--- config.mk ---
export PLATFORM = sky130hd
export DESIGN_NAME = sport_top
export DESIGN_NICKNAME = d
export VERILOG_FILES = /design/src/rtl/sport_pkg.sv /design/src/rtl/sport_rate.sv /design/src/rtl/sport_tx.sv /design/src/rtl/sport_rx.sv /design/src/rtl/sport_top.sv
export SDC_FILE = /design/constraint.sdc
export NUM_CORES = 1
export LEC_CHECK = 0
export ABC_AREA = 1
export BUFFER_PORTS_ARGS = -buffer_cell sky130_fd_sc_hd__buf_4
export CAP_MARGIN = 20
export CORE_ASPECT_RATIO = 1.1
export CORE_UTILIZATION = 32
export DETAILED_ROUTE_END_ITERATION = 8
export PLACE_DENSITY = 0.56
export SYNTH_ARGS = -nofsm -noshare
export SYNTH_HDL_FRONTEND = slang
export SYNTH_SLANG_ARGS = --single-unit
--- constraint.sdc ---
create_clock -name clk -period 1.5 [get_ports clk]
set_input_delay 0.3 -clock clk [delete_from_list [all_inputs] [get_ports clk]]
set_output_delay 0.3 -clock clk [all_outputs]
set_load 0.1 [all_outputs]
--- src/rtl/sport_pkg.sv ---
// Package: shared mode encoding and decode helpers for the serial port.
// Assumes the mode input is a two-bit field that is stable during a frame.
package sport_pkg;

    typedef enum logic [1:0] {
        MODE_PLAIN_ALT = 2'b00,
        MODE_PLAIN     = 2'b01,
        MODE_NINE_FIX  = 2'b10,
        MODE_NINE_VAR  = 2'b11
    } sport_mode_e;

    // True when the frame carries the ninth bit.
    function automatic logic has_ninth(input logic [1:0] m);
        return (m == MODE_NINE_FIX) || (m == MODE_NINE_VAR);
    endfunction

    // True when the bit rate comes from the internal divider.
    function automatic logic is_fixed(input logic [1:0] m);
        return m == MODE_NINE_FIX;
    endfunction

endpackage

--- src/rtl/sport_rate.sv ---
// Module: selects the 16x sampling tick. In the fixed mode a free-running
// divider gives one tick every FIXED_DIV/OVS clocks, or half that when
// doubling is on. In the other modes the external tick passes through.
// Assumes FIXED_DIV/OVS is even and at least 2.
module sport_rate
    import sport_pkg::*;
#(
    parameter int OVS       = 16,
    parameter int FIXED_DIV = 64
) (
    input  logic       clk,
    input  logic       rst_n,
    input  logic [1:0] mode,
    input  logic       rate_double,
    input  logic       ext_tick,
    output logic       tick
);
    localparam int SLOW = FIXED_DIV / OVS;
    localparam int FAST = SLOW / 2;
    localparam int CW   = (SLOW > 1) ? $clog2(SLOW) : 1;

    logic [CW-1:0] div_cnt;
    logic [CW-1:0] div_lim;
    logic          fixed_sel;
    logic          div_tick;

    // Purpose: choose the divider limit and the tick source.
    always_comb begin
        fixed_sel = is_fixed(mode);
        div_lim   = rate_double ? CW'(FAST - 1) : CW'(SLOW - 1);
        div_tick  = fixed_sel && (div_cnt >= div_lim);
        tick      = fixed_sel ? div_tick : ext_tick;
    end

    // Purpose: free-running divider for the fixed-rate mode.
    always_ff @(posedge clk) begin
        if (!rst_n || !fixed_sel || div_tick) begin
            div_cnt <= '0;
        end else begin
            div_cnt <= div_cnt + 1'b1;
        end
    end

    // at the slow fixed rate two ticks are never adjacent
    p_fixed_spacing_r3: assert property (@(posedge clk) disable iff (!rst_n)
        (fixed_sel && !rate_double && $past(fixed_sel) && $past(!rate_double) && tick) |=> !tick);

endmodule

--- src/rtl/sport_tx.sv ---
// Module: transmit shifter. It loads start, data, optional ninth bit and
// stop into a shift register, holds each bit for OVS ticks and raises the
// done flag when the stop bit ends. Assumes the mode is stable during a frame.
module sport_tx
    import sport_pkg::*;
#(
    parameter int DATA_W = 8,
    parameter int OVS    = 16
) (
    input  logic              clk,
    input  logic              rst_n,
    input  logic [1:0]        mode,
    input  logic              tick,
    input  logic              load,
    input  logic [DATA_W-1:0] data,
    input  logic              bit9,
    output logic              line,
    output logic              done
);
    localparam int FW = DATA_W + 3;
    localparam int BW = $clog2(FW + 1);
    localparam int TW = $clog2(OVS);

    logic [FW-1:0] shreg;
    logic [BW-1:0] left;
    logic [TW-1:0] tcnt;
    logic          busy;

    assign line = shreg[0];

    // Purpose: accept loads when idle and shift one bit every OVS ticks.
    always_ff @(posedge clk) begin
        if (!rst_n) begin
            shreg <= '1;
            left  <= '0;
            tcnt  <= '0;
            busy  <= 1'b0;
            done  <= 1'b0;
        end else if (!busy) begin
            if (load) begin
                busy  <= 1'b1;
                done  <= 1'b0;
                tcnt  <= '0;
                shreg <= {1'b1, has_ninth(mode) ? bit9 : 1'b1, data, 1'b0};
                left  <= has_ninth(mode) ? BW'(FW) : BW'(FW - 1);
            end
        end else if (tick) begin
            if (tcnt == TW'(OVS - 1)) begin
                tcnt  <= '0;
                shreg <= {1'b1, shreg[FW-1:1]};
                left  <= left - 1'b1;
                if (left == BW'(1)) begin
                    busy <= 1'b0;
                    done <= 1'b1;
                end
            end else begin
                tcnt <= tcnt + 1'b1;
            end
        end
    end

    // the line rests high whenever no frame is in progress
    p_idle_high_r1: assert property (@(posedge clk) disable iff (!rst_n)
        !busy |-> line);

    // the done flag and an active frame never coexist
    p_done_idle_r9: assert property (@(posedge clk) disable iff (!rst_n)
        done |-> !busy);

endmodule

--- src/rtl/sport_rx.sv ---
// Module: receiver. It synchronizes the line, confirms a start bit at
// mid-bit, samples each following bit every OVS ticks and checks the stop
// bit. A low stop raises the error flag and waits for the line to go high.
// Assumes the mode is stable during a frame.
module sport_rx
    import sport_pkg::*;
#(
    parameter int DATA_W = 8,
    parameter int OVS    = 16
) (
    input  logic              clk,
    input  logic              rst_n,
    input  logic [1:0]        mode,
    input  logic              tick,
    input  logic              line,
    input  logic              clear,
    output logic [DATA_W-1:0] data,
    output logic              bit9,
    output logic              done,
    output logic              ferr
);
    localparam int TW   = $clog2(OVS);
    localparam int IW   = $clog2(DATA_W + 2);
    localparam int HALF = OVS / 2;

    typedef enum logic [2:0] {S_IDLE, S_START, S_DATA, S_STOP, S_HOLD} rx_state_e;

    rx_state_e     state;
    logic          sync1, rx_s;
    logic [DATA_W:0] sh;
    logic [TW-1:0] tcnt;
    logic [IW-1:0] idx;
    logic [IW-1:0] last_idx;
    logic          bit_end;

    // Purpose: decode the last data index and the end of a bit period.
    always_comb begin
        last_idx = has_ninth(mode) ? IW'(DATA_W) : IW'(DATA_W - 1);
        bit_end  = tick && (tcnt == TW'(OVS - 1));
    end

    // Purpose: two-stage synchronizer on the incoming line.
    always_ff @(posedge clk) begin
        if (!rst_n) begin
            sync1 <= 1'b1;
            rx_s  <= 1'b1;
        end else begin
            sync1 <= line;
            rx_s  <= sync1;
        end
    end

    // Purpose: frame sequencing, data capture and flag handling.
    always_ff @(posedge clk) begin
        if (!rst_n) begin
            state <= S_IDLE;
            sh    <= '0;
            tcnt  <= '0;
            idx   <= '0;
            data  <= '0;
            bit9  <= 1'b0;
            done  <= 1'b0;
            ferr  <= 1'b0;
        end else begin
            if (clear) begin
                done <= 1'b0;
                ferr <= 1'b0;
            end
            case (state)
                S_IDLE: begin
                    if (tick && !rx_s) begin
                        state <= S_START;
                        tcnt  <= '0;
                    end
                end
                S_START: begin
                    if (tick) begin
                        if (tcnt == TW'(HALF - 1)) begin
                            tcnt  <= '0;
                            idx   <= '0;
                            state <= rx_s ? S_IDLE : S_DATA;
                        end else begin
                            tcnt <= tcnt + 1'b1;
                        end
                    end
                end
                S_DATA: begin
                    if (bit_end) begin
                        tcnt <= '0;
                        sh   <= {rx_s, sh[DATA_W:1]};
                        idx  <= idx + 1'b1;
                        if (idx == last_idx) begin
                            state <= S_STOP;
                        end
                    end else if (tick) begin
                        tcnt <= tcnt + 1'b1;
                    end
                end
                S_STOP: begin
                    if (bit_end) begin
                        tcnt <= '0;
                        if (rx_s) begin
                            state <= S_IDLE;
                            done  <= 1'b1;
                            ferr  <= 1'b0;
                            if (has_ninth(mode)) begin
                                data <= sh[DATA_W-1:0];
                                bit9 <= sh[DATA_W];
                            end else begin
                                data <= sh[DATA_W:1];
                                bit9 <= 1'b0;
                            end
                        end else begin
                            state <= S_HOLD;
                            ferr  <= 1'b1;
                        end
                    end else if (tick) begin
                        tcnt <= tcnt + 1'b1;
                    end
                end
                S_HOLD: begin
                    if (rx_s) begin
                        state <= S_IDLE;
                    end
                end
                default: state <= S_IDLE;
            endcase
        end
    end

    // a new receive-done only follows a high stop sample
    p_done_on_high_stop_r7: assert property (@(posedge clk) disable iff (!rst_n)
        $rose(done) |-> $past(rx_s));

    // a new framing error only follows a low stop sample
    p_err_on_low_stop_r8: assert property (@(posedge clk) disable iff (!rst_n)
        $rose(ferr) |-> $past(!rx_s));

    // a framing error leaves the held byte untouched
    p_err_keeps_data_r8: assert property (@(posedge clk) disable iff (!rst_n)
        $rose(ferr) |-> $stable(data));

endmodule

--- src/rtl/sport_top.sv ---
// Module: top of the multi-mode serial port. It joins the rate selector,
// transmitter and receiver. Assumes rate_tick is a single-cycle pulse
// in the clk domain and that mode changes only between frames.
module sport_top
    import sport_pkg::*;
#(
    parameter int DATA_W    = 8,
    parameter int OVS       = 16,
    parameter int FIXED_DIV = 64
) (
    input  logic              clk,
    input  logic              rst_n,
    input  logic [1:0]        mode,
    input  logic              rate_double,
    input  logic              rate_tick,
    input  logic              tx_load,
    input  logic [DATA_W-1:0] tx_data,
    input  logic              tx_bit9,
    output logic              tx_line,
    output logic              tx_done,
    input  logic              rx_line,
    input  logic              rx_clear,
    output logic [DATA_W-1:0] rx_data,
    output logic              rx_bit9,
    output logic              rx_done,
    output logic              frame_err
);
    logic tick16;

    sport_rate #(.OVS(OVS), .FIXED_DIV(FIXED_DIV)) u_rate (
        .clk        (clk),
        .rst_n      (rst_n),
        .mode       (mode),
        .rate_double(rate_double),
        .ext_tick   (rate_tick),
        .tick       (tick16)
    );

    sport_tx #(.DATA_W(DATA_W), .OVS(OVS)) u_tx (
        .clk  (clk),
        .rst_n(rst_n),
        .mode (mode),
        .tick (tick16),
        .load (tx_load),
        .data (tx_data),
        .bit9 (tx_bit9),
        .line (tx_line),
        .done (tx_done)
    );

    sport_rx #(.DATA_W(DATA_W), .OVS(OVS)) u_rx (
        .clk  (clk),
        .rst_n(rst_n),
        .mode (mode),
        .tick (tick16),
        .line (rx_line),
        .clear(rx_clear),
        .data (rx_data),
        .bit9 (rx_bit9),
        .done (rx_done),
        .ferr (frame_err)
    );

endmodule

==> results of run 1 <==
-- power by group --
part           switching (mW)  leakage [nW]  internal [mW]  total [mW]
clock network           0.526        0.0461          0.339       0.865
logic                   0.715         0.961          0.498        1.21
registers              0.0930         0.449           1.55        1.64
-- how the worst max path moves through the flow --
stage	end	depth (start not counted)
floorplan	u_tx.shreg[1]$_SDFFE_PN1P_	11
global placement	u_rx.idx[0]$_SDFFE_PN0P_	11
detailed placement	u_tx.shreg[6]$_SDFFE_PN1P_	12
CTS	u_tx.shreg[6]$_SDFFE_PN1P_	11
global route	u_tx.shreg[3]$_SDFFE_PN1P_	7
finish	u_tx.shreg[7]$_SDFFE_PN1P_	11
-- layout make-up --
cell class | count | area [µm²]
inverters | 41 | 158.9
clock inverters | 3 | 23.77
multi-input cells | 250 | 1569
repair buffers | 60 | 529.3
well taps | 108 | 135.1
flip-flops and latches | 55 | 1102
fillers | 812 | 4368
clock buffers | 5 | 68.82
-- kinds of logic (layout without fill, tap and decap cells) --
group / Yosys count / in the layout / share of synthesized area
simple gates: 157 / 157 / 0.2633
flops: 55 / 55 / 0.4175
fa+ha+maj: 6 / 6 / 0.02846
xor+xnor: 6 / 6 / 0.01993
buf+inv: 53 / 109 / 0.08160
compound gates: 81 / 81 / 0.1893
-- stage by stage --
step / std cells / power [mW] / instance area, µm² / worst slack [ns]
6_report: 522 / 3.721 / 3587 / -0.1170
3_5_place_dp: 510 / 2.693 / 3174 / -0.1991
2_1_floorplan: 358 / 2.385 / 2655 / 0.00002509
5_1_grt: 522 / 3.989 / 3587 / -0.1866
4_1_cts: 519 / 3.650 / 3351 / -0.07658
3_3_place_gp: 510 / 2.689 / 3174 / -0.1929
-- flip-flops by register name, indices dropped and copies added (netlist names) --
name,count
u_rate.div_cnt,2
u_rx.done,1
u_tx.left,4
u_rx.ferr,1
u_rx.sync1,1
u_rx.tcnt,4
u_tx.busy,1
u_rx.sh,9
u_rx.bit9,1
u_tx.tcnt,4
u_rx.idx,4
u_tx.shreg,10
u_rx.state,3
u_tx.done,1
u_rx.data,8
u_rx.rx_s,1
-- what timing repair did --
item | CTS | global route
gates resized for setup | 25 | 44
cloned | 0 | 2
pin swaps | 4 | 12
endpoints found under the setup margin | 36 | 48
buffers inserted | 1 | 1
-- metal layers --
| metal | global-route usage | up-vias |
|---|---|---|
| met5 | 0 | - |
| met4 | 0.05211 | 0 |
| met3 | 0.02549 | 5 |
| met2 | 0.2385 | 34 |
| met1 | 0.1862 | 1061 |
| li1 | - | 1267 |
-- placed cells by master (no fill, tap or decap), types with 2 or more instances in the layout --
cell type  instances
nor2_4             5
xor2_1             3
nor2_1            42
nor2_2             3
clkbuf_8           5
nand3_1           19
a21oi_2            6
inv_1             34
o21ai_1            3
dfxtp_1           54
clkinv_1           2
nand3_2            3
o21ai_2            6
buf_12             2
ha_1               5
nand2_8            2
clkbuf_16          2
inv_2              4
buf_6              5
nand4_1            3
nand2_2            9
buf_4             51
nand2_4            6
a21oi_4            8
xnor2_1            2
nand2_1           62
or2_2              2
o31ai_2            8
o21ai_0           20
a21oi_1           25
==> impl_results.md, run 1 <==
- Status: finished with violations
- Violated checks: setup timing
- Post-DRT Antenna Nets: 0
- Slew Viols, Final: 0
- Critical path launch point: u_rate.div_cnt[1]$_SDFF_PP0_
- Final HPWL DP: just over 4000 µm
- Starting Density: 0.3316
- Area delta synth->final: 36.01%
- GRT Util Overall: 0.1447
- Worst Path Buf+Inv: 1
- Final Hold Viols: 0
- Share of post-route cells with drive strength above 1: 0.3309
- DIE WIDTH: 88.56 µm
- CP Data Required Time: about 1.7 ns
- Crit share post-route: 1.078
- Met3 routed WL: 145 µm
- Static Leakage: 1.456 nW
- Register area share after synthesis: 0.4175
- Power per Cell Area: 1037 nW/µm²
- Hold crit path type: in -> reg
- Vias/cell: roughly 4.5
- Clock transition at the registers of the reported paths: 0.11 ns
- Prevailing post-synth register cell: dfxtp_1
- Final TNS setup: -1.056 ns
- Critical path type: reg -> reg
- Worst setup SP type: flip-flop
- Hold Worst Slack: 0.1642 ns
- Mapped Cells: approximately 360
- Hold EP: u_rx.sync1$_SDFF_PN1_
- Crit Path Max Fanout: 7
- RR Endpoint: u_tx.shreg[7]$_SDFFE_PN1P_
- Synth Net Count: 382
- Top routing layer in use: met4
- Critical Path AT: 1.83 ns
- Most common cell in the synthesized netlist: nand2_1
- CP endpoint kind: flip-flop
- Asr flop ratio synth: 0
- Clk sink count: 55
- Dominant cell type by area after synthesis: dfxtp_1
- Worst-skew pair later-pin latency: 0.31 ns
- Mean Syn Cell Area: 7.367 µm²
- Synthesized area: 2638 µm²
- H-tree depth reported by CTS: 2
- CTS root buffer: clkbuf_8
- Max stage delay cell, worst path: dfxtp_2
- Area contributors post-synth: dfxtp_1 42%, nand2_1 10%, nor2_1 6.8%
- CTS Buf Count: 5
- Min-delay src: rx_line
- Largest net degree at the start of global routing: 19
- Layout Utilization: 0.4509
- Post-route DRC: 0
- Clock Path Buffers: 2
- GP Congestion: between 0.8 and 0.9
- Global-route wire length before repair: between 9000 and 10000 µm
- N_diodes: 0
- I/O pin count: 31
- CTS tree: done
- Router iterations before antenna repair: 4
- PnR worst setup slack: -0.1170 ns
- Drt initial violations: 86
- Maximum VDD drop: 0.4520 mV
- Yosys warns: 0
- CP max stage delay: 0.35 ns
- Core ar.: 7955 µm²
- Number of flops mapped to enable cells by yosys: 0
- Critical path, cell by cell: ha_4 > nand2_2 > nand2_2 > nand2_4 > nand2_8 > nand2_4 > nand2_4 > nand2_8 > clkbuf_16 > a21oi_4 > o31ai_2
- Worst r2r path cells: 11
- Commonest cells in the netlist: 71 x nand2_1, 55 x dfxtp_1, 48 x nor2_1
- Nets: 437
- Worst-Margin Slew: 0.3113 ns
- Vias in the first global route: 2237
- Met2 routed WL: ~2800 µm
- FF+latch count, synth: 55
- Hold Path Cell Cnt: 2
- Crit path time final: 1.617 ns
- Via Count: approximately 2400
- Die height: roughly 100 µm
- Hold buffers post-CTS: 0
- Max Cap Viol: 0
- Synth top area share: 0.4175
- Cell mode on critical path: nand2_4
- GRT Residual Overflow: 0
- RSZ-0062 raised after global routing: yes
- DR WL/cell: 11.10 µm
- Kind of cell adding the most delay to the critical path: simple AND/OR/NAND/NOR gates
- Die footprint: 8610 µm²
- RR Startpoint: u_rate.div_cnt[1]$_SDFF_PP0_
- Final wirelength: 5793 µm
- IO buf count: 30
- Antenna violations before repair: 0
- Relative slew slack: 0.7922
- Final Setup Violations: 21
- Clock skew: 0.005355 ns
- Upper clock frequency limit: 618.4 MHz
- M1 WL: roughly 2800 µm
- R2r setup slk: -0.12 ns
- Unique masters post-synth: 31
- Site row count: 34
No activity file was read; power rests on OpenSTA's default activity.
==> run 2: changes to the inputs <==
--- a/config.mk
+++ b/config.mk
@@ -5,11 +5,12 @@
 export SDC_FILE = /design/constraint.sdc
 export NUM_CORES = 1
 export LEC_CHECK = 0
-export ABC_AREA = 1
+export ABC_AREA = 0
 export BUFFER_PORTS_ARGS = -buffer_cell sky130_fd_sc_hd__buf_4
 export CAP_MARGIN = 20
 export CORE_ASPECT_RATIO = 1.1
 export CORE_UTILIZATION = 32
+export CTS_BUF_LIST = sky130_fd_sc_hd__clkbuf_8 sky130_fd_sc_hd__clkbuf_16
 export DETAILED_ROUTE_END_ITERATION = 8
 export PLACE_DENSITY = 0.56
 export SYNTH_ARGS = -nofsm -noshare
==> run 2 against run 1 <==
Die area down 2.1%. The flow still finishes with violations (setup timing). Sequential share of layout area barely moved. Combinational power down 73%. Maximum frequency fell by 19%. Routed wire length grew 5.6%. Clock skew grew 0.0047 ns. Hold slack worse by 0.0022 ns. Largest power group unchanged. Synthesized area down 2.2%. Power decreased by 28%.
==> impl_results.md, run 2 <==
- RR Endpoint: u_rx.idx[3]$_SDFFE_PN0P_
- Site row count: 33
- RR Startpoint: u_rate.div_cnt[1]$_SDFF_PP0_
- Largest Register: u_tx.shreg
- Pre-CTS setup slack: -0.5647 ns
- Fill count: 731
- Post-DRT Antenna Nets: 0
- FF+latch count, synth: 55
- Max reg flops: 10
- RSZ-0062 raised after global routing: yes
- Yosys warns: 0
- Share of post-route cells with drive strength above 1: 0.3408
- Mean Syn Cell Area: 8.927 µm²
- Vias/cell: 5.009
- Max stage delay cell, worst path: or4_4
- Die height: 96.18 µm
- CP Data Required Time: between 1.5 and 2 ns
- Commonest cells in the netlist: 55 x dfxtp_1, 35 x nor2_1, 30 x mux2i_1
- Final Setup Violations: 51
- Synth top area share: 0.4268
- Violated checks: setup timing
- Maximum VDD drop: 0.5507 mV
- Synthesized area: 2580 µm²
- Router iterations before antenna repair: 4
- Most frequent cells in the layout: 72 x buf_4, 54 x dfxtp_1, 35 x nor2_1, 29 x mux2i_1, 14 x nand2_1
- I/O pin count: 31
- Crit path time final: between 1.5 and 2 ns
- Kind of cell adding the most delay to the critical path: simple AND/OR/NAND/NOR gates
- Via Count: 2319
- Final HPWL DP: 4200 µm
- Nets: 381
- Hold crit path type: in -> reg
- N_diodes: 0
- Regs by FF count: u_tx.shreg (10), u_rx.sh (9), u_rx.data (8)
- Worst Path Buf+Inv: 0
- Post-route DRC: 0
- Worst r2r path cells: 6
- Clock Path Buffers: 2
- Power per Cell Area: 750.6 nW/µm²
- Worst setup SP type: flip-flop
- Clock transition at the registers of the reported paths: 0.11 ns
- CTS tree: done
- Prevailing post-synth register cell: dfxtp_1
- Combinational Power Share: 0.121
- Final wirelength: slightly above 6000 µm
- IO buf count: 30
- Area contributors post-synth: dfxtp_1 43%, mux2i_1 12%, nor2_1 5.1%
- Synth Net Count: 313
- CP endpoint kind: flip-flop
- H-tree depth reported by CTS: 2
- Dominant cell type by area after synthesis: dfxtp_1
- Upper clock frequency limit: 502.9 MHz
- Switching power: 0.7164 mW
- Critical Path AT: 2.23 ns
- Antenna violations before repair: 0
- Asr flop ratio synth: 0
- Commonest non-fill, non-tap cell in the layout: buf_4
- DR WL/cell: 13.21 µm
- Area of the multi-input gates: ~1500 µm²
- Worst-Margin Slew: approximately 0.45 ns
- Relative slew slack: 0.6973
- Hold buffers post-CTS: 0
- CTS root buffer: clkbuf_8
- PnR worst setup slack: -0.4885 ns
- Register area share after synthesis: 0.4268
- Critical path type: reg -> reg
- Worst-skew pair later-pin latency: 0.31 ns
- Max Cap Viol: 0
- Core ar.: approximately 7600 µm²
- Clk sink count: 55
- Hold Worst Slack: 0.1619 ns
- Hold Path Cell Cnt: 2
- Global-route wire length before repair: 10180 µm
- Mapped Cells: 289
- DIE WIDTH: 87.61 µm
- Critical path, cell by cell: ha_4 > a21o_1 > mux2i_4 > or4_4 > or4_1 > o22ai_1
- Largest net degree at the start of global routing: 25
- Sw Share: 0.2658
- P_int: 1.979 mW
- Number of flops mapped to enable cells by yosys: 0
- Area delta synth->final: 39.19%
- Status: finished with violations
- Unique masters post-synth: 47
- GP Congestion: 0.8576
- Slew Viols, Final: 0
- Share of power burned in registers: 0.563
- Layout Utilization: 0.4701
- Most common cell in the synthesized netlist: dfxtp_1
- Starting Density: 0.3378
- Crit share post-route: 1.326
- Drt initial violations: 86
- Crit Path Max Fanout: 2
- Vias in the first global route: 2258
- CTS Buf Count: 5
- Die footprint: 8426 µm²
- Clock share of power: 0.316
- Hold EP: u_rx.sync1$_SDFF_PN1_
- R2r setup slk: -0.49 ns
- CP max stage delay: 0.51 ns
- Final Hold Viols: 0
- Clock skew: 0.01009 ns
- Static Leakage: 1.406 nW
- Final total power: about 2.7 mW
- Register area: 1102 µm²
- GRT Residual Overflow: 0
- GRT Util Overall: 0.1533
- Min-delay src: rx_line
## run 2: changes by cell type after synthesis, sizes merged, moves of 17 or more
cell,before,now
nand2,79,15
inv,39,7
mux2i,0,31
a21oi,39,14
o21ai,29,6
nor3,1,18
## run 2: worst max path at each step
stage / startpoint / end / slack [ns] / cells past startpoint
detailed placement: rate_double / u_rx.idx[3]$_SDFFE_PN0P_ / -0.56 / 7
global route: u_rate.div_cnt[1]$_SDFF_PP0_ / u_rx.idx[3]$_SDFFE_PN0P_ / -0.55 / 6
finish: u_rate.div_cnt[1]$_SDFF_PP0_ / u_rx.idx[3]$_SDFFE_PN0P_ / -0.49 / 6
floorplan: u_rate.div_cnt[1]$_SDFF_PP0_ / u_rx.idx[3]$_SDFFE_PN0P_ / -0.48 / 6
global placement: rate_double / u_rx.idx[3]$_SDFFE_PN0P_ / -0.53 / 7
CTS: u_rate.div_cnt[1]$_SDFF_PP0_ / u_rx.idx[3]$_SDFFE_PN0P_ / -0.50 / 6
## run 2: layer usage
metal | wire length, µm | GRT usage
met1 | 2849 | 0.1916
met2 | 2983 | 0.2520
met3 | 144 | 0.03173
met4 | 140 | 0.07240
met5 | 0 | 0
## run 2: cell type report
cell class | count | area share
clock buffers | 5 | 0.01916
flip-flops and latches | 55 | 0.3070
inverters | 7 | 0.007317
clock inverters | 3 | 0.006620
repair buffers | 81 | 0.1923
well taps | 105 | 0.03659
multi-input cells | 207 | 0.4310
## run 2: stage by stage
step / std cells / setup TNS, ns / area, µm²
2_1_floorplan: 289 / -7.355 / 2660
3_3_place_gp: 446 / -16.93 / 3242
3_5_place_dp: 446 / -17.44 / 3242
4_1_cts: 460 / -13.61 / 3437
5_1_grt: 463 / -18.19 / 3591
6_report: 463 / -13.89 / 3591
## run 2: power by group through the flow
stage          combinational (mW)  sequential [mW]  clock [mW]
3_3_place_gp                0.297             1.55           0
3_5_place_dp                0.299             1.55           0
5_1_grt                     0.355             1.52       0.933
2_1_floorplan               0.184             1.56           0
4_1_cts                     0.319             1.52       0.888
6_report                    0.325             1.52       0.852
## run 2: cells by family after synthesis
kind of cell               share of synthesized area
buffers and inverters                        0.04074
muxes                                         0.1305
and+or+nand+nor                               0.2071
xor gates and xnor gates                     0.01358
adders and majority gates                    0.02910
AOI/OAI and AO/OA                             0.1523
DFF                                           0.4268
## run 2: what timing repair did
action,CTS,global route
pin swaps,7,11
cloned,0,2
gates resized for setup,13,19
buffers inserted,6,2
endpoints found under the setup margin,51,51
==> run 3: changes to the inputs <==
--- a/config.mk
+++ b/config.mk
@@ -6,13 +6,13 @@
 export NUM_CORES = 1
 export LEC_CHECK = 0
 export ABC_AREA = 0
-export BUFFER_PORTS_ARGS = -buffer_cell sky130_fd_sc_hd__buf_4
 export CAP_MARGIN = 20
 export CORE_ASPECT_RATIO = 1.1
 export CORE_UTILIZATION = 32
 export CTS_BUF_LIST = sky130_fd_sc_hd__clkbuf_8 sky130_fd_sc_hd__clkbuf_16
 export DETAILED_ROUTE_END_ITERATION = 8
-export PLACE_DENSITY = 0.56
+export DONT_BUFFER_PORTS = 1
+export PLACE_DENSITY = 0.52
 export SYNTH_ARGS = -nofsm -noshare
 export SYNTH_HDL_FRONTEND = slang
 export SYNTH_SLANG_ARGS = --single-unit
==> constraint.sdc (replaced) <==
create_clock -name clk -period 1.5 [get_ports clk]
set_input_delay 0.3 -clock clk [delete_from_list [all_inputs] [get_ports clk]]
set_output_delay 0.3 -clock clk [all_outputs]
set_load 0.005 [all_outputs]
==> run 3 against run 2 <==
The flow still finishes with violations (setup timing). Setup slack worse by 0.0016 ns. Clock-buffer cell count stayed put. Maximum frequency about the same. Power grew 0.93%. Combinational power shrank 22%. Via count down 4.9%. Largest power group unchanged. Highest routed layer unchanged.
==> impl_results.md, run 3 (synthesis results as in run 2) <==
- Min-delay src: rst_n
- Global-route wire length before repair: 10010 µm
- Critical Path AT: 2.22 ns
- Hold Worst Slack: 0.06765 ns
- Worst-Margin Slew: about 0.46 ns
- Dpl cell area: 3024 µm²
- Fill count: about 780
- Layout Utilization: 0.4414
- Relative slew slack: 0.6923
- Largest Register: u_tx.shreg
- Clock Path Buffers: 2
- Crit Path Max Fanout: 2
- Critical path, cell by cell: ha_4 > a21o_1 > mux2i_4 > or4_4 > or4_1 > o22ai_1
- Commonest non-fill, non-tap cell in the layout: dfxtp_1
- DIE WIDTH: approximately 90 µm
- Regs by FF count: u_tx.shreg (10), u_rx.sh (9), u_rx.data (8)
- RR Startpoint: u_rate.div_cnt[1]$_SDFF_PP0_
- Vias/cell: 5.092
- Max reg flops: 10
- Status: finished with violations
- Clock skew: 0.005141 ns
- Router iterations before antenna repair: 4
- Max Cap Viol: 0
- Clock transition at the registers of the reported paths: about 0.090 ns
- Share of post-route cells with drive strength above 1: 0.2774
- RR Endpoint: u_rx.idx[3]$_SDFFE_PN0P_
- Antenna violations before repair: 0
- Critical path type: reg -> reg
- Clk sink count: 55
- CTS tree: done
- Final wirelength: 6163 µm
- Die height: roughly 96 µm
- Final HPWL DP: 4110 µm
- Final Setup Violations: 51
- GP Congestion: between 0.8 and 0.9
- Via Count: 2205
- CP max stage delay: 0.51 ns
- CP Data Required Time: ~1.7 ns
- Core ar.: 7639 µm²
- CP endpoint kind: flip-flop
- Power per Cell Area: 806.8 nW/µm²
- Largest net degree at the start of global routing: 25
- R2r setup slk: -0.49 ns
- Hold Path Cell Cnt: 1
- Maximum VDD drop: 0.4395 mV
- IO buf count: 0
- Post-route DRC: 0
- Kind of cell adding the most delay to the critical path: simple AND/OR/NAND/NOR gates
- H-tree depth reported by CTS: 2
- Cell total after placement: 417
- DR WL/cell: about 14 µm
- Vias in the first global route: 2144
- Max stage delay cell, worst path: or4_4
- Final Instance Count excl. Fillers: 433
- Hold crit path type: in -> reg
- I/O pin count: 31
- Slew Viols, Final: 0
- Worst r2r path cells: 6
- Worst Path Buf+Inv: 0
- PnR worst setup slack: -0.4901 ns
- RSZ-0062 raised after global routing: yes
- Starting Density: 0.3378
- CTS Buf Count: 5
- Upper clock frequency limit: 502.5 MHz
- GRT Residual Overflow: 0
- Static Leakage: 1.272 nW
- CTS root buffer: clkbuf_8
- Die footprint: approximately 8400 µm²
- Final TNS setup: -13.83 ns
- GRT Util Overall: 0.1531
- Most frequent cells in the layout: 54 x dfxtp_1, 45 x buf_4, 34 x nor2_1, 30 x mux2i_1, 14 x nand2_1
- Area delta synth->final: 30.70%
- Post-DRT Antenna Nets: 0
- Pre-CTS setup slack: -0.4690 ns
- Crit share post-route: 1.327
- Fin area: 3372 µm²
- Site row count: 33
- Crit path time final: about 2.0 ns
- Drt initial violations: 89
- Worst-skew pair later-pin latency: 0.30 ns
- Nets: approximately 350
- Final Hold Viols: 0
- Final total power: roughly 2.7 mW
- Violated checks: setup timing
- N_diodes: 0
- Worst setup SP type: flip-flop
- Hold EP: u_rx.rx_s$_SDFF_PN1_
[run 3: cell types whose count changed in the layout (fill, tap and decap cells not counted), moves of 2 or more]
cell	delta
o41ai_2	-2
o41ai_1	+2
buf_6	-2
nor3_1	-4
nor3_2	+3
buf_4	-27
a211oi_1	+5
clkinvlp_4	-2
a211oi_2	-5
[run 3: per-layer routing]
| metal | part of all wire | routed length [µm] | global-route usage |
|---|---|---|---|
| met1 | 0.48 | 2958 | 0.1977 |
| met2 | 0.46 | 2859 | 0.2467 |
| met3 | 0.043 | 264 | 0.03945 |
| met4 | 0.013 | 81 | 0.05328 |
| met5 | 0 | 0 | 0 |
[run 3: layout make-up]
class | count | area [µm²] | share of cell area
Sequential cell | 55 | 1102 | 0.3269
Clock buffer | 5 | 68.82 | 0.02041
Clock inverter | 2 | 33.78 | 0.01002
Timing Repair Buffer | 52 | 455.4 | 0.1351
Tap cell | 105 | 131.4 | 0.03896
Multi-Input combinational cell | 207 | 1554 | 0.4609
Inverter | 7 | 26.28 | 0.007792
[run 3: power breakdown]
part           internal (mW)  total [mW]  switching (mW)  leakage [nW]
Sequential              1.49        1.52          0.0270         0.447
Clock                  0.484       0.946           0.462        0.0554
Combinational          0.121       0.255           0.134         0.769
[run 3: what timing repair did]
action	in CTS	in global routing
setup buffers	2	6
cloned	1	1
hold buffers	0	0
pin swaps	1	9
endpoints found under the setup margin	51	51
gates resized for setup	8	26
[run 3: how the worst max path moves through the flow]
stage / to / cells past startpoint / start / slack [ns]
global placement: u_rx.idx[3]$_SDFFE_PN0P_ / 6 / u_rate.div_cnt[1]$_SDFF_PP0_ / -0.43
floorplan: u_rx.idx[3]$_SDFFE_PN0P_ / 6 / u_rate.div_cnt[1]$_SDFF_PP0_ / -0.48
detailed placement: u_rx.idx[3]$_SDFFE_PN0P_ / 6 / u_rate.div_cnt[1]$_SDFF_PP0_ / -0.47
CTS: u_rx.idx[3]$_SDFFE_PN0P_ / 6 / u_rate.div_cnt[1]$_SDFF_PP0_ / -0.50
finish: u_rx.idx[3]$_SDFFE_PN0P_ / 6 / u_rate.div_cnt[1]$_SDFF_PP0_ / -0.49
global route: u_rx.idx[3]$_SDFFE_PN0P_ / 6 / u_rate.div_cnt[1]$_SDFF_PP0_ / -0.54
[run 3: worst register-to-register path, cell delays in order (launching register included)]
cell     delay (ns)
dfxtp_2        0.34
ha_4           0.26
a21o_1         0.15
mux2i_4        0.08
or4_4          0.51
or4_1          0.41
o22ai_1        0.16
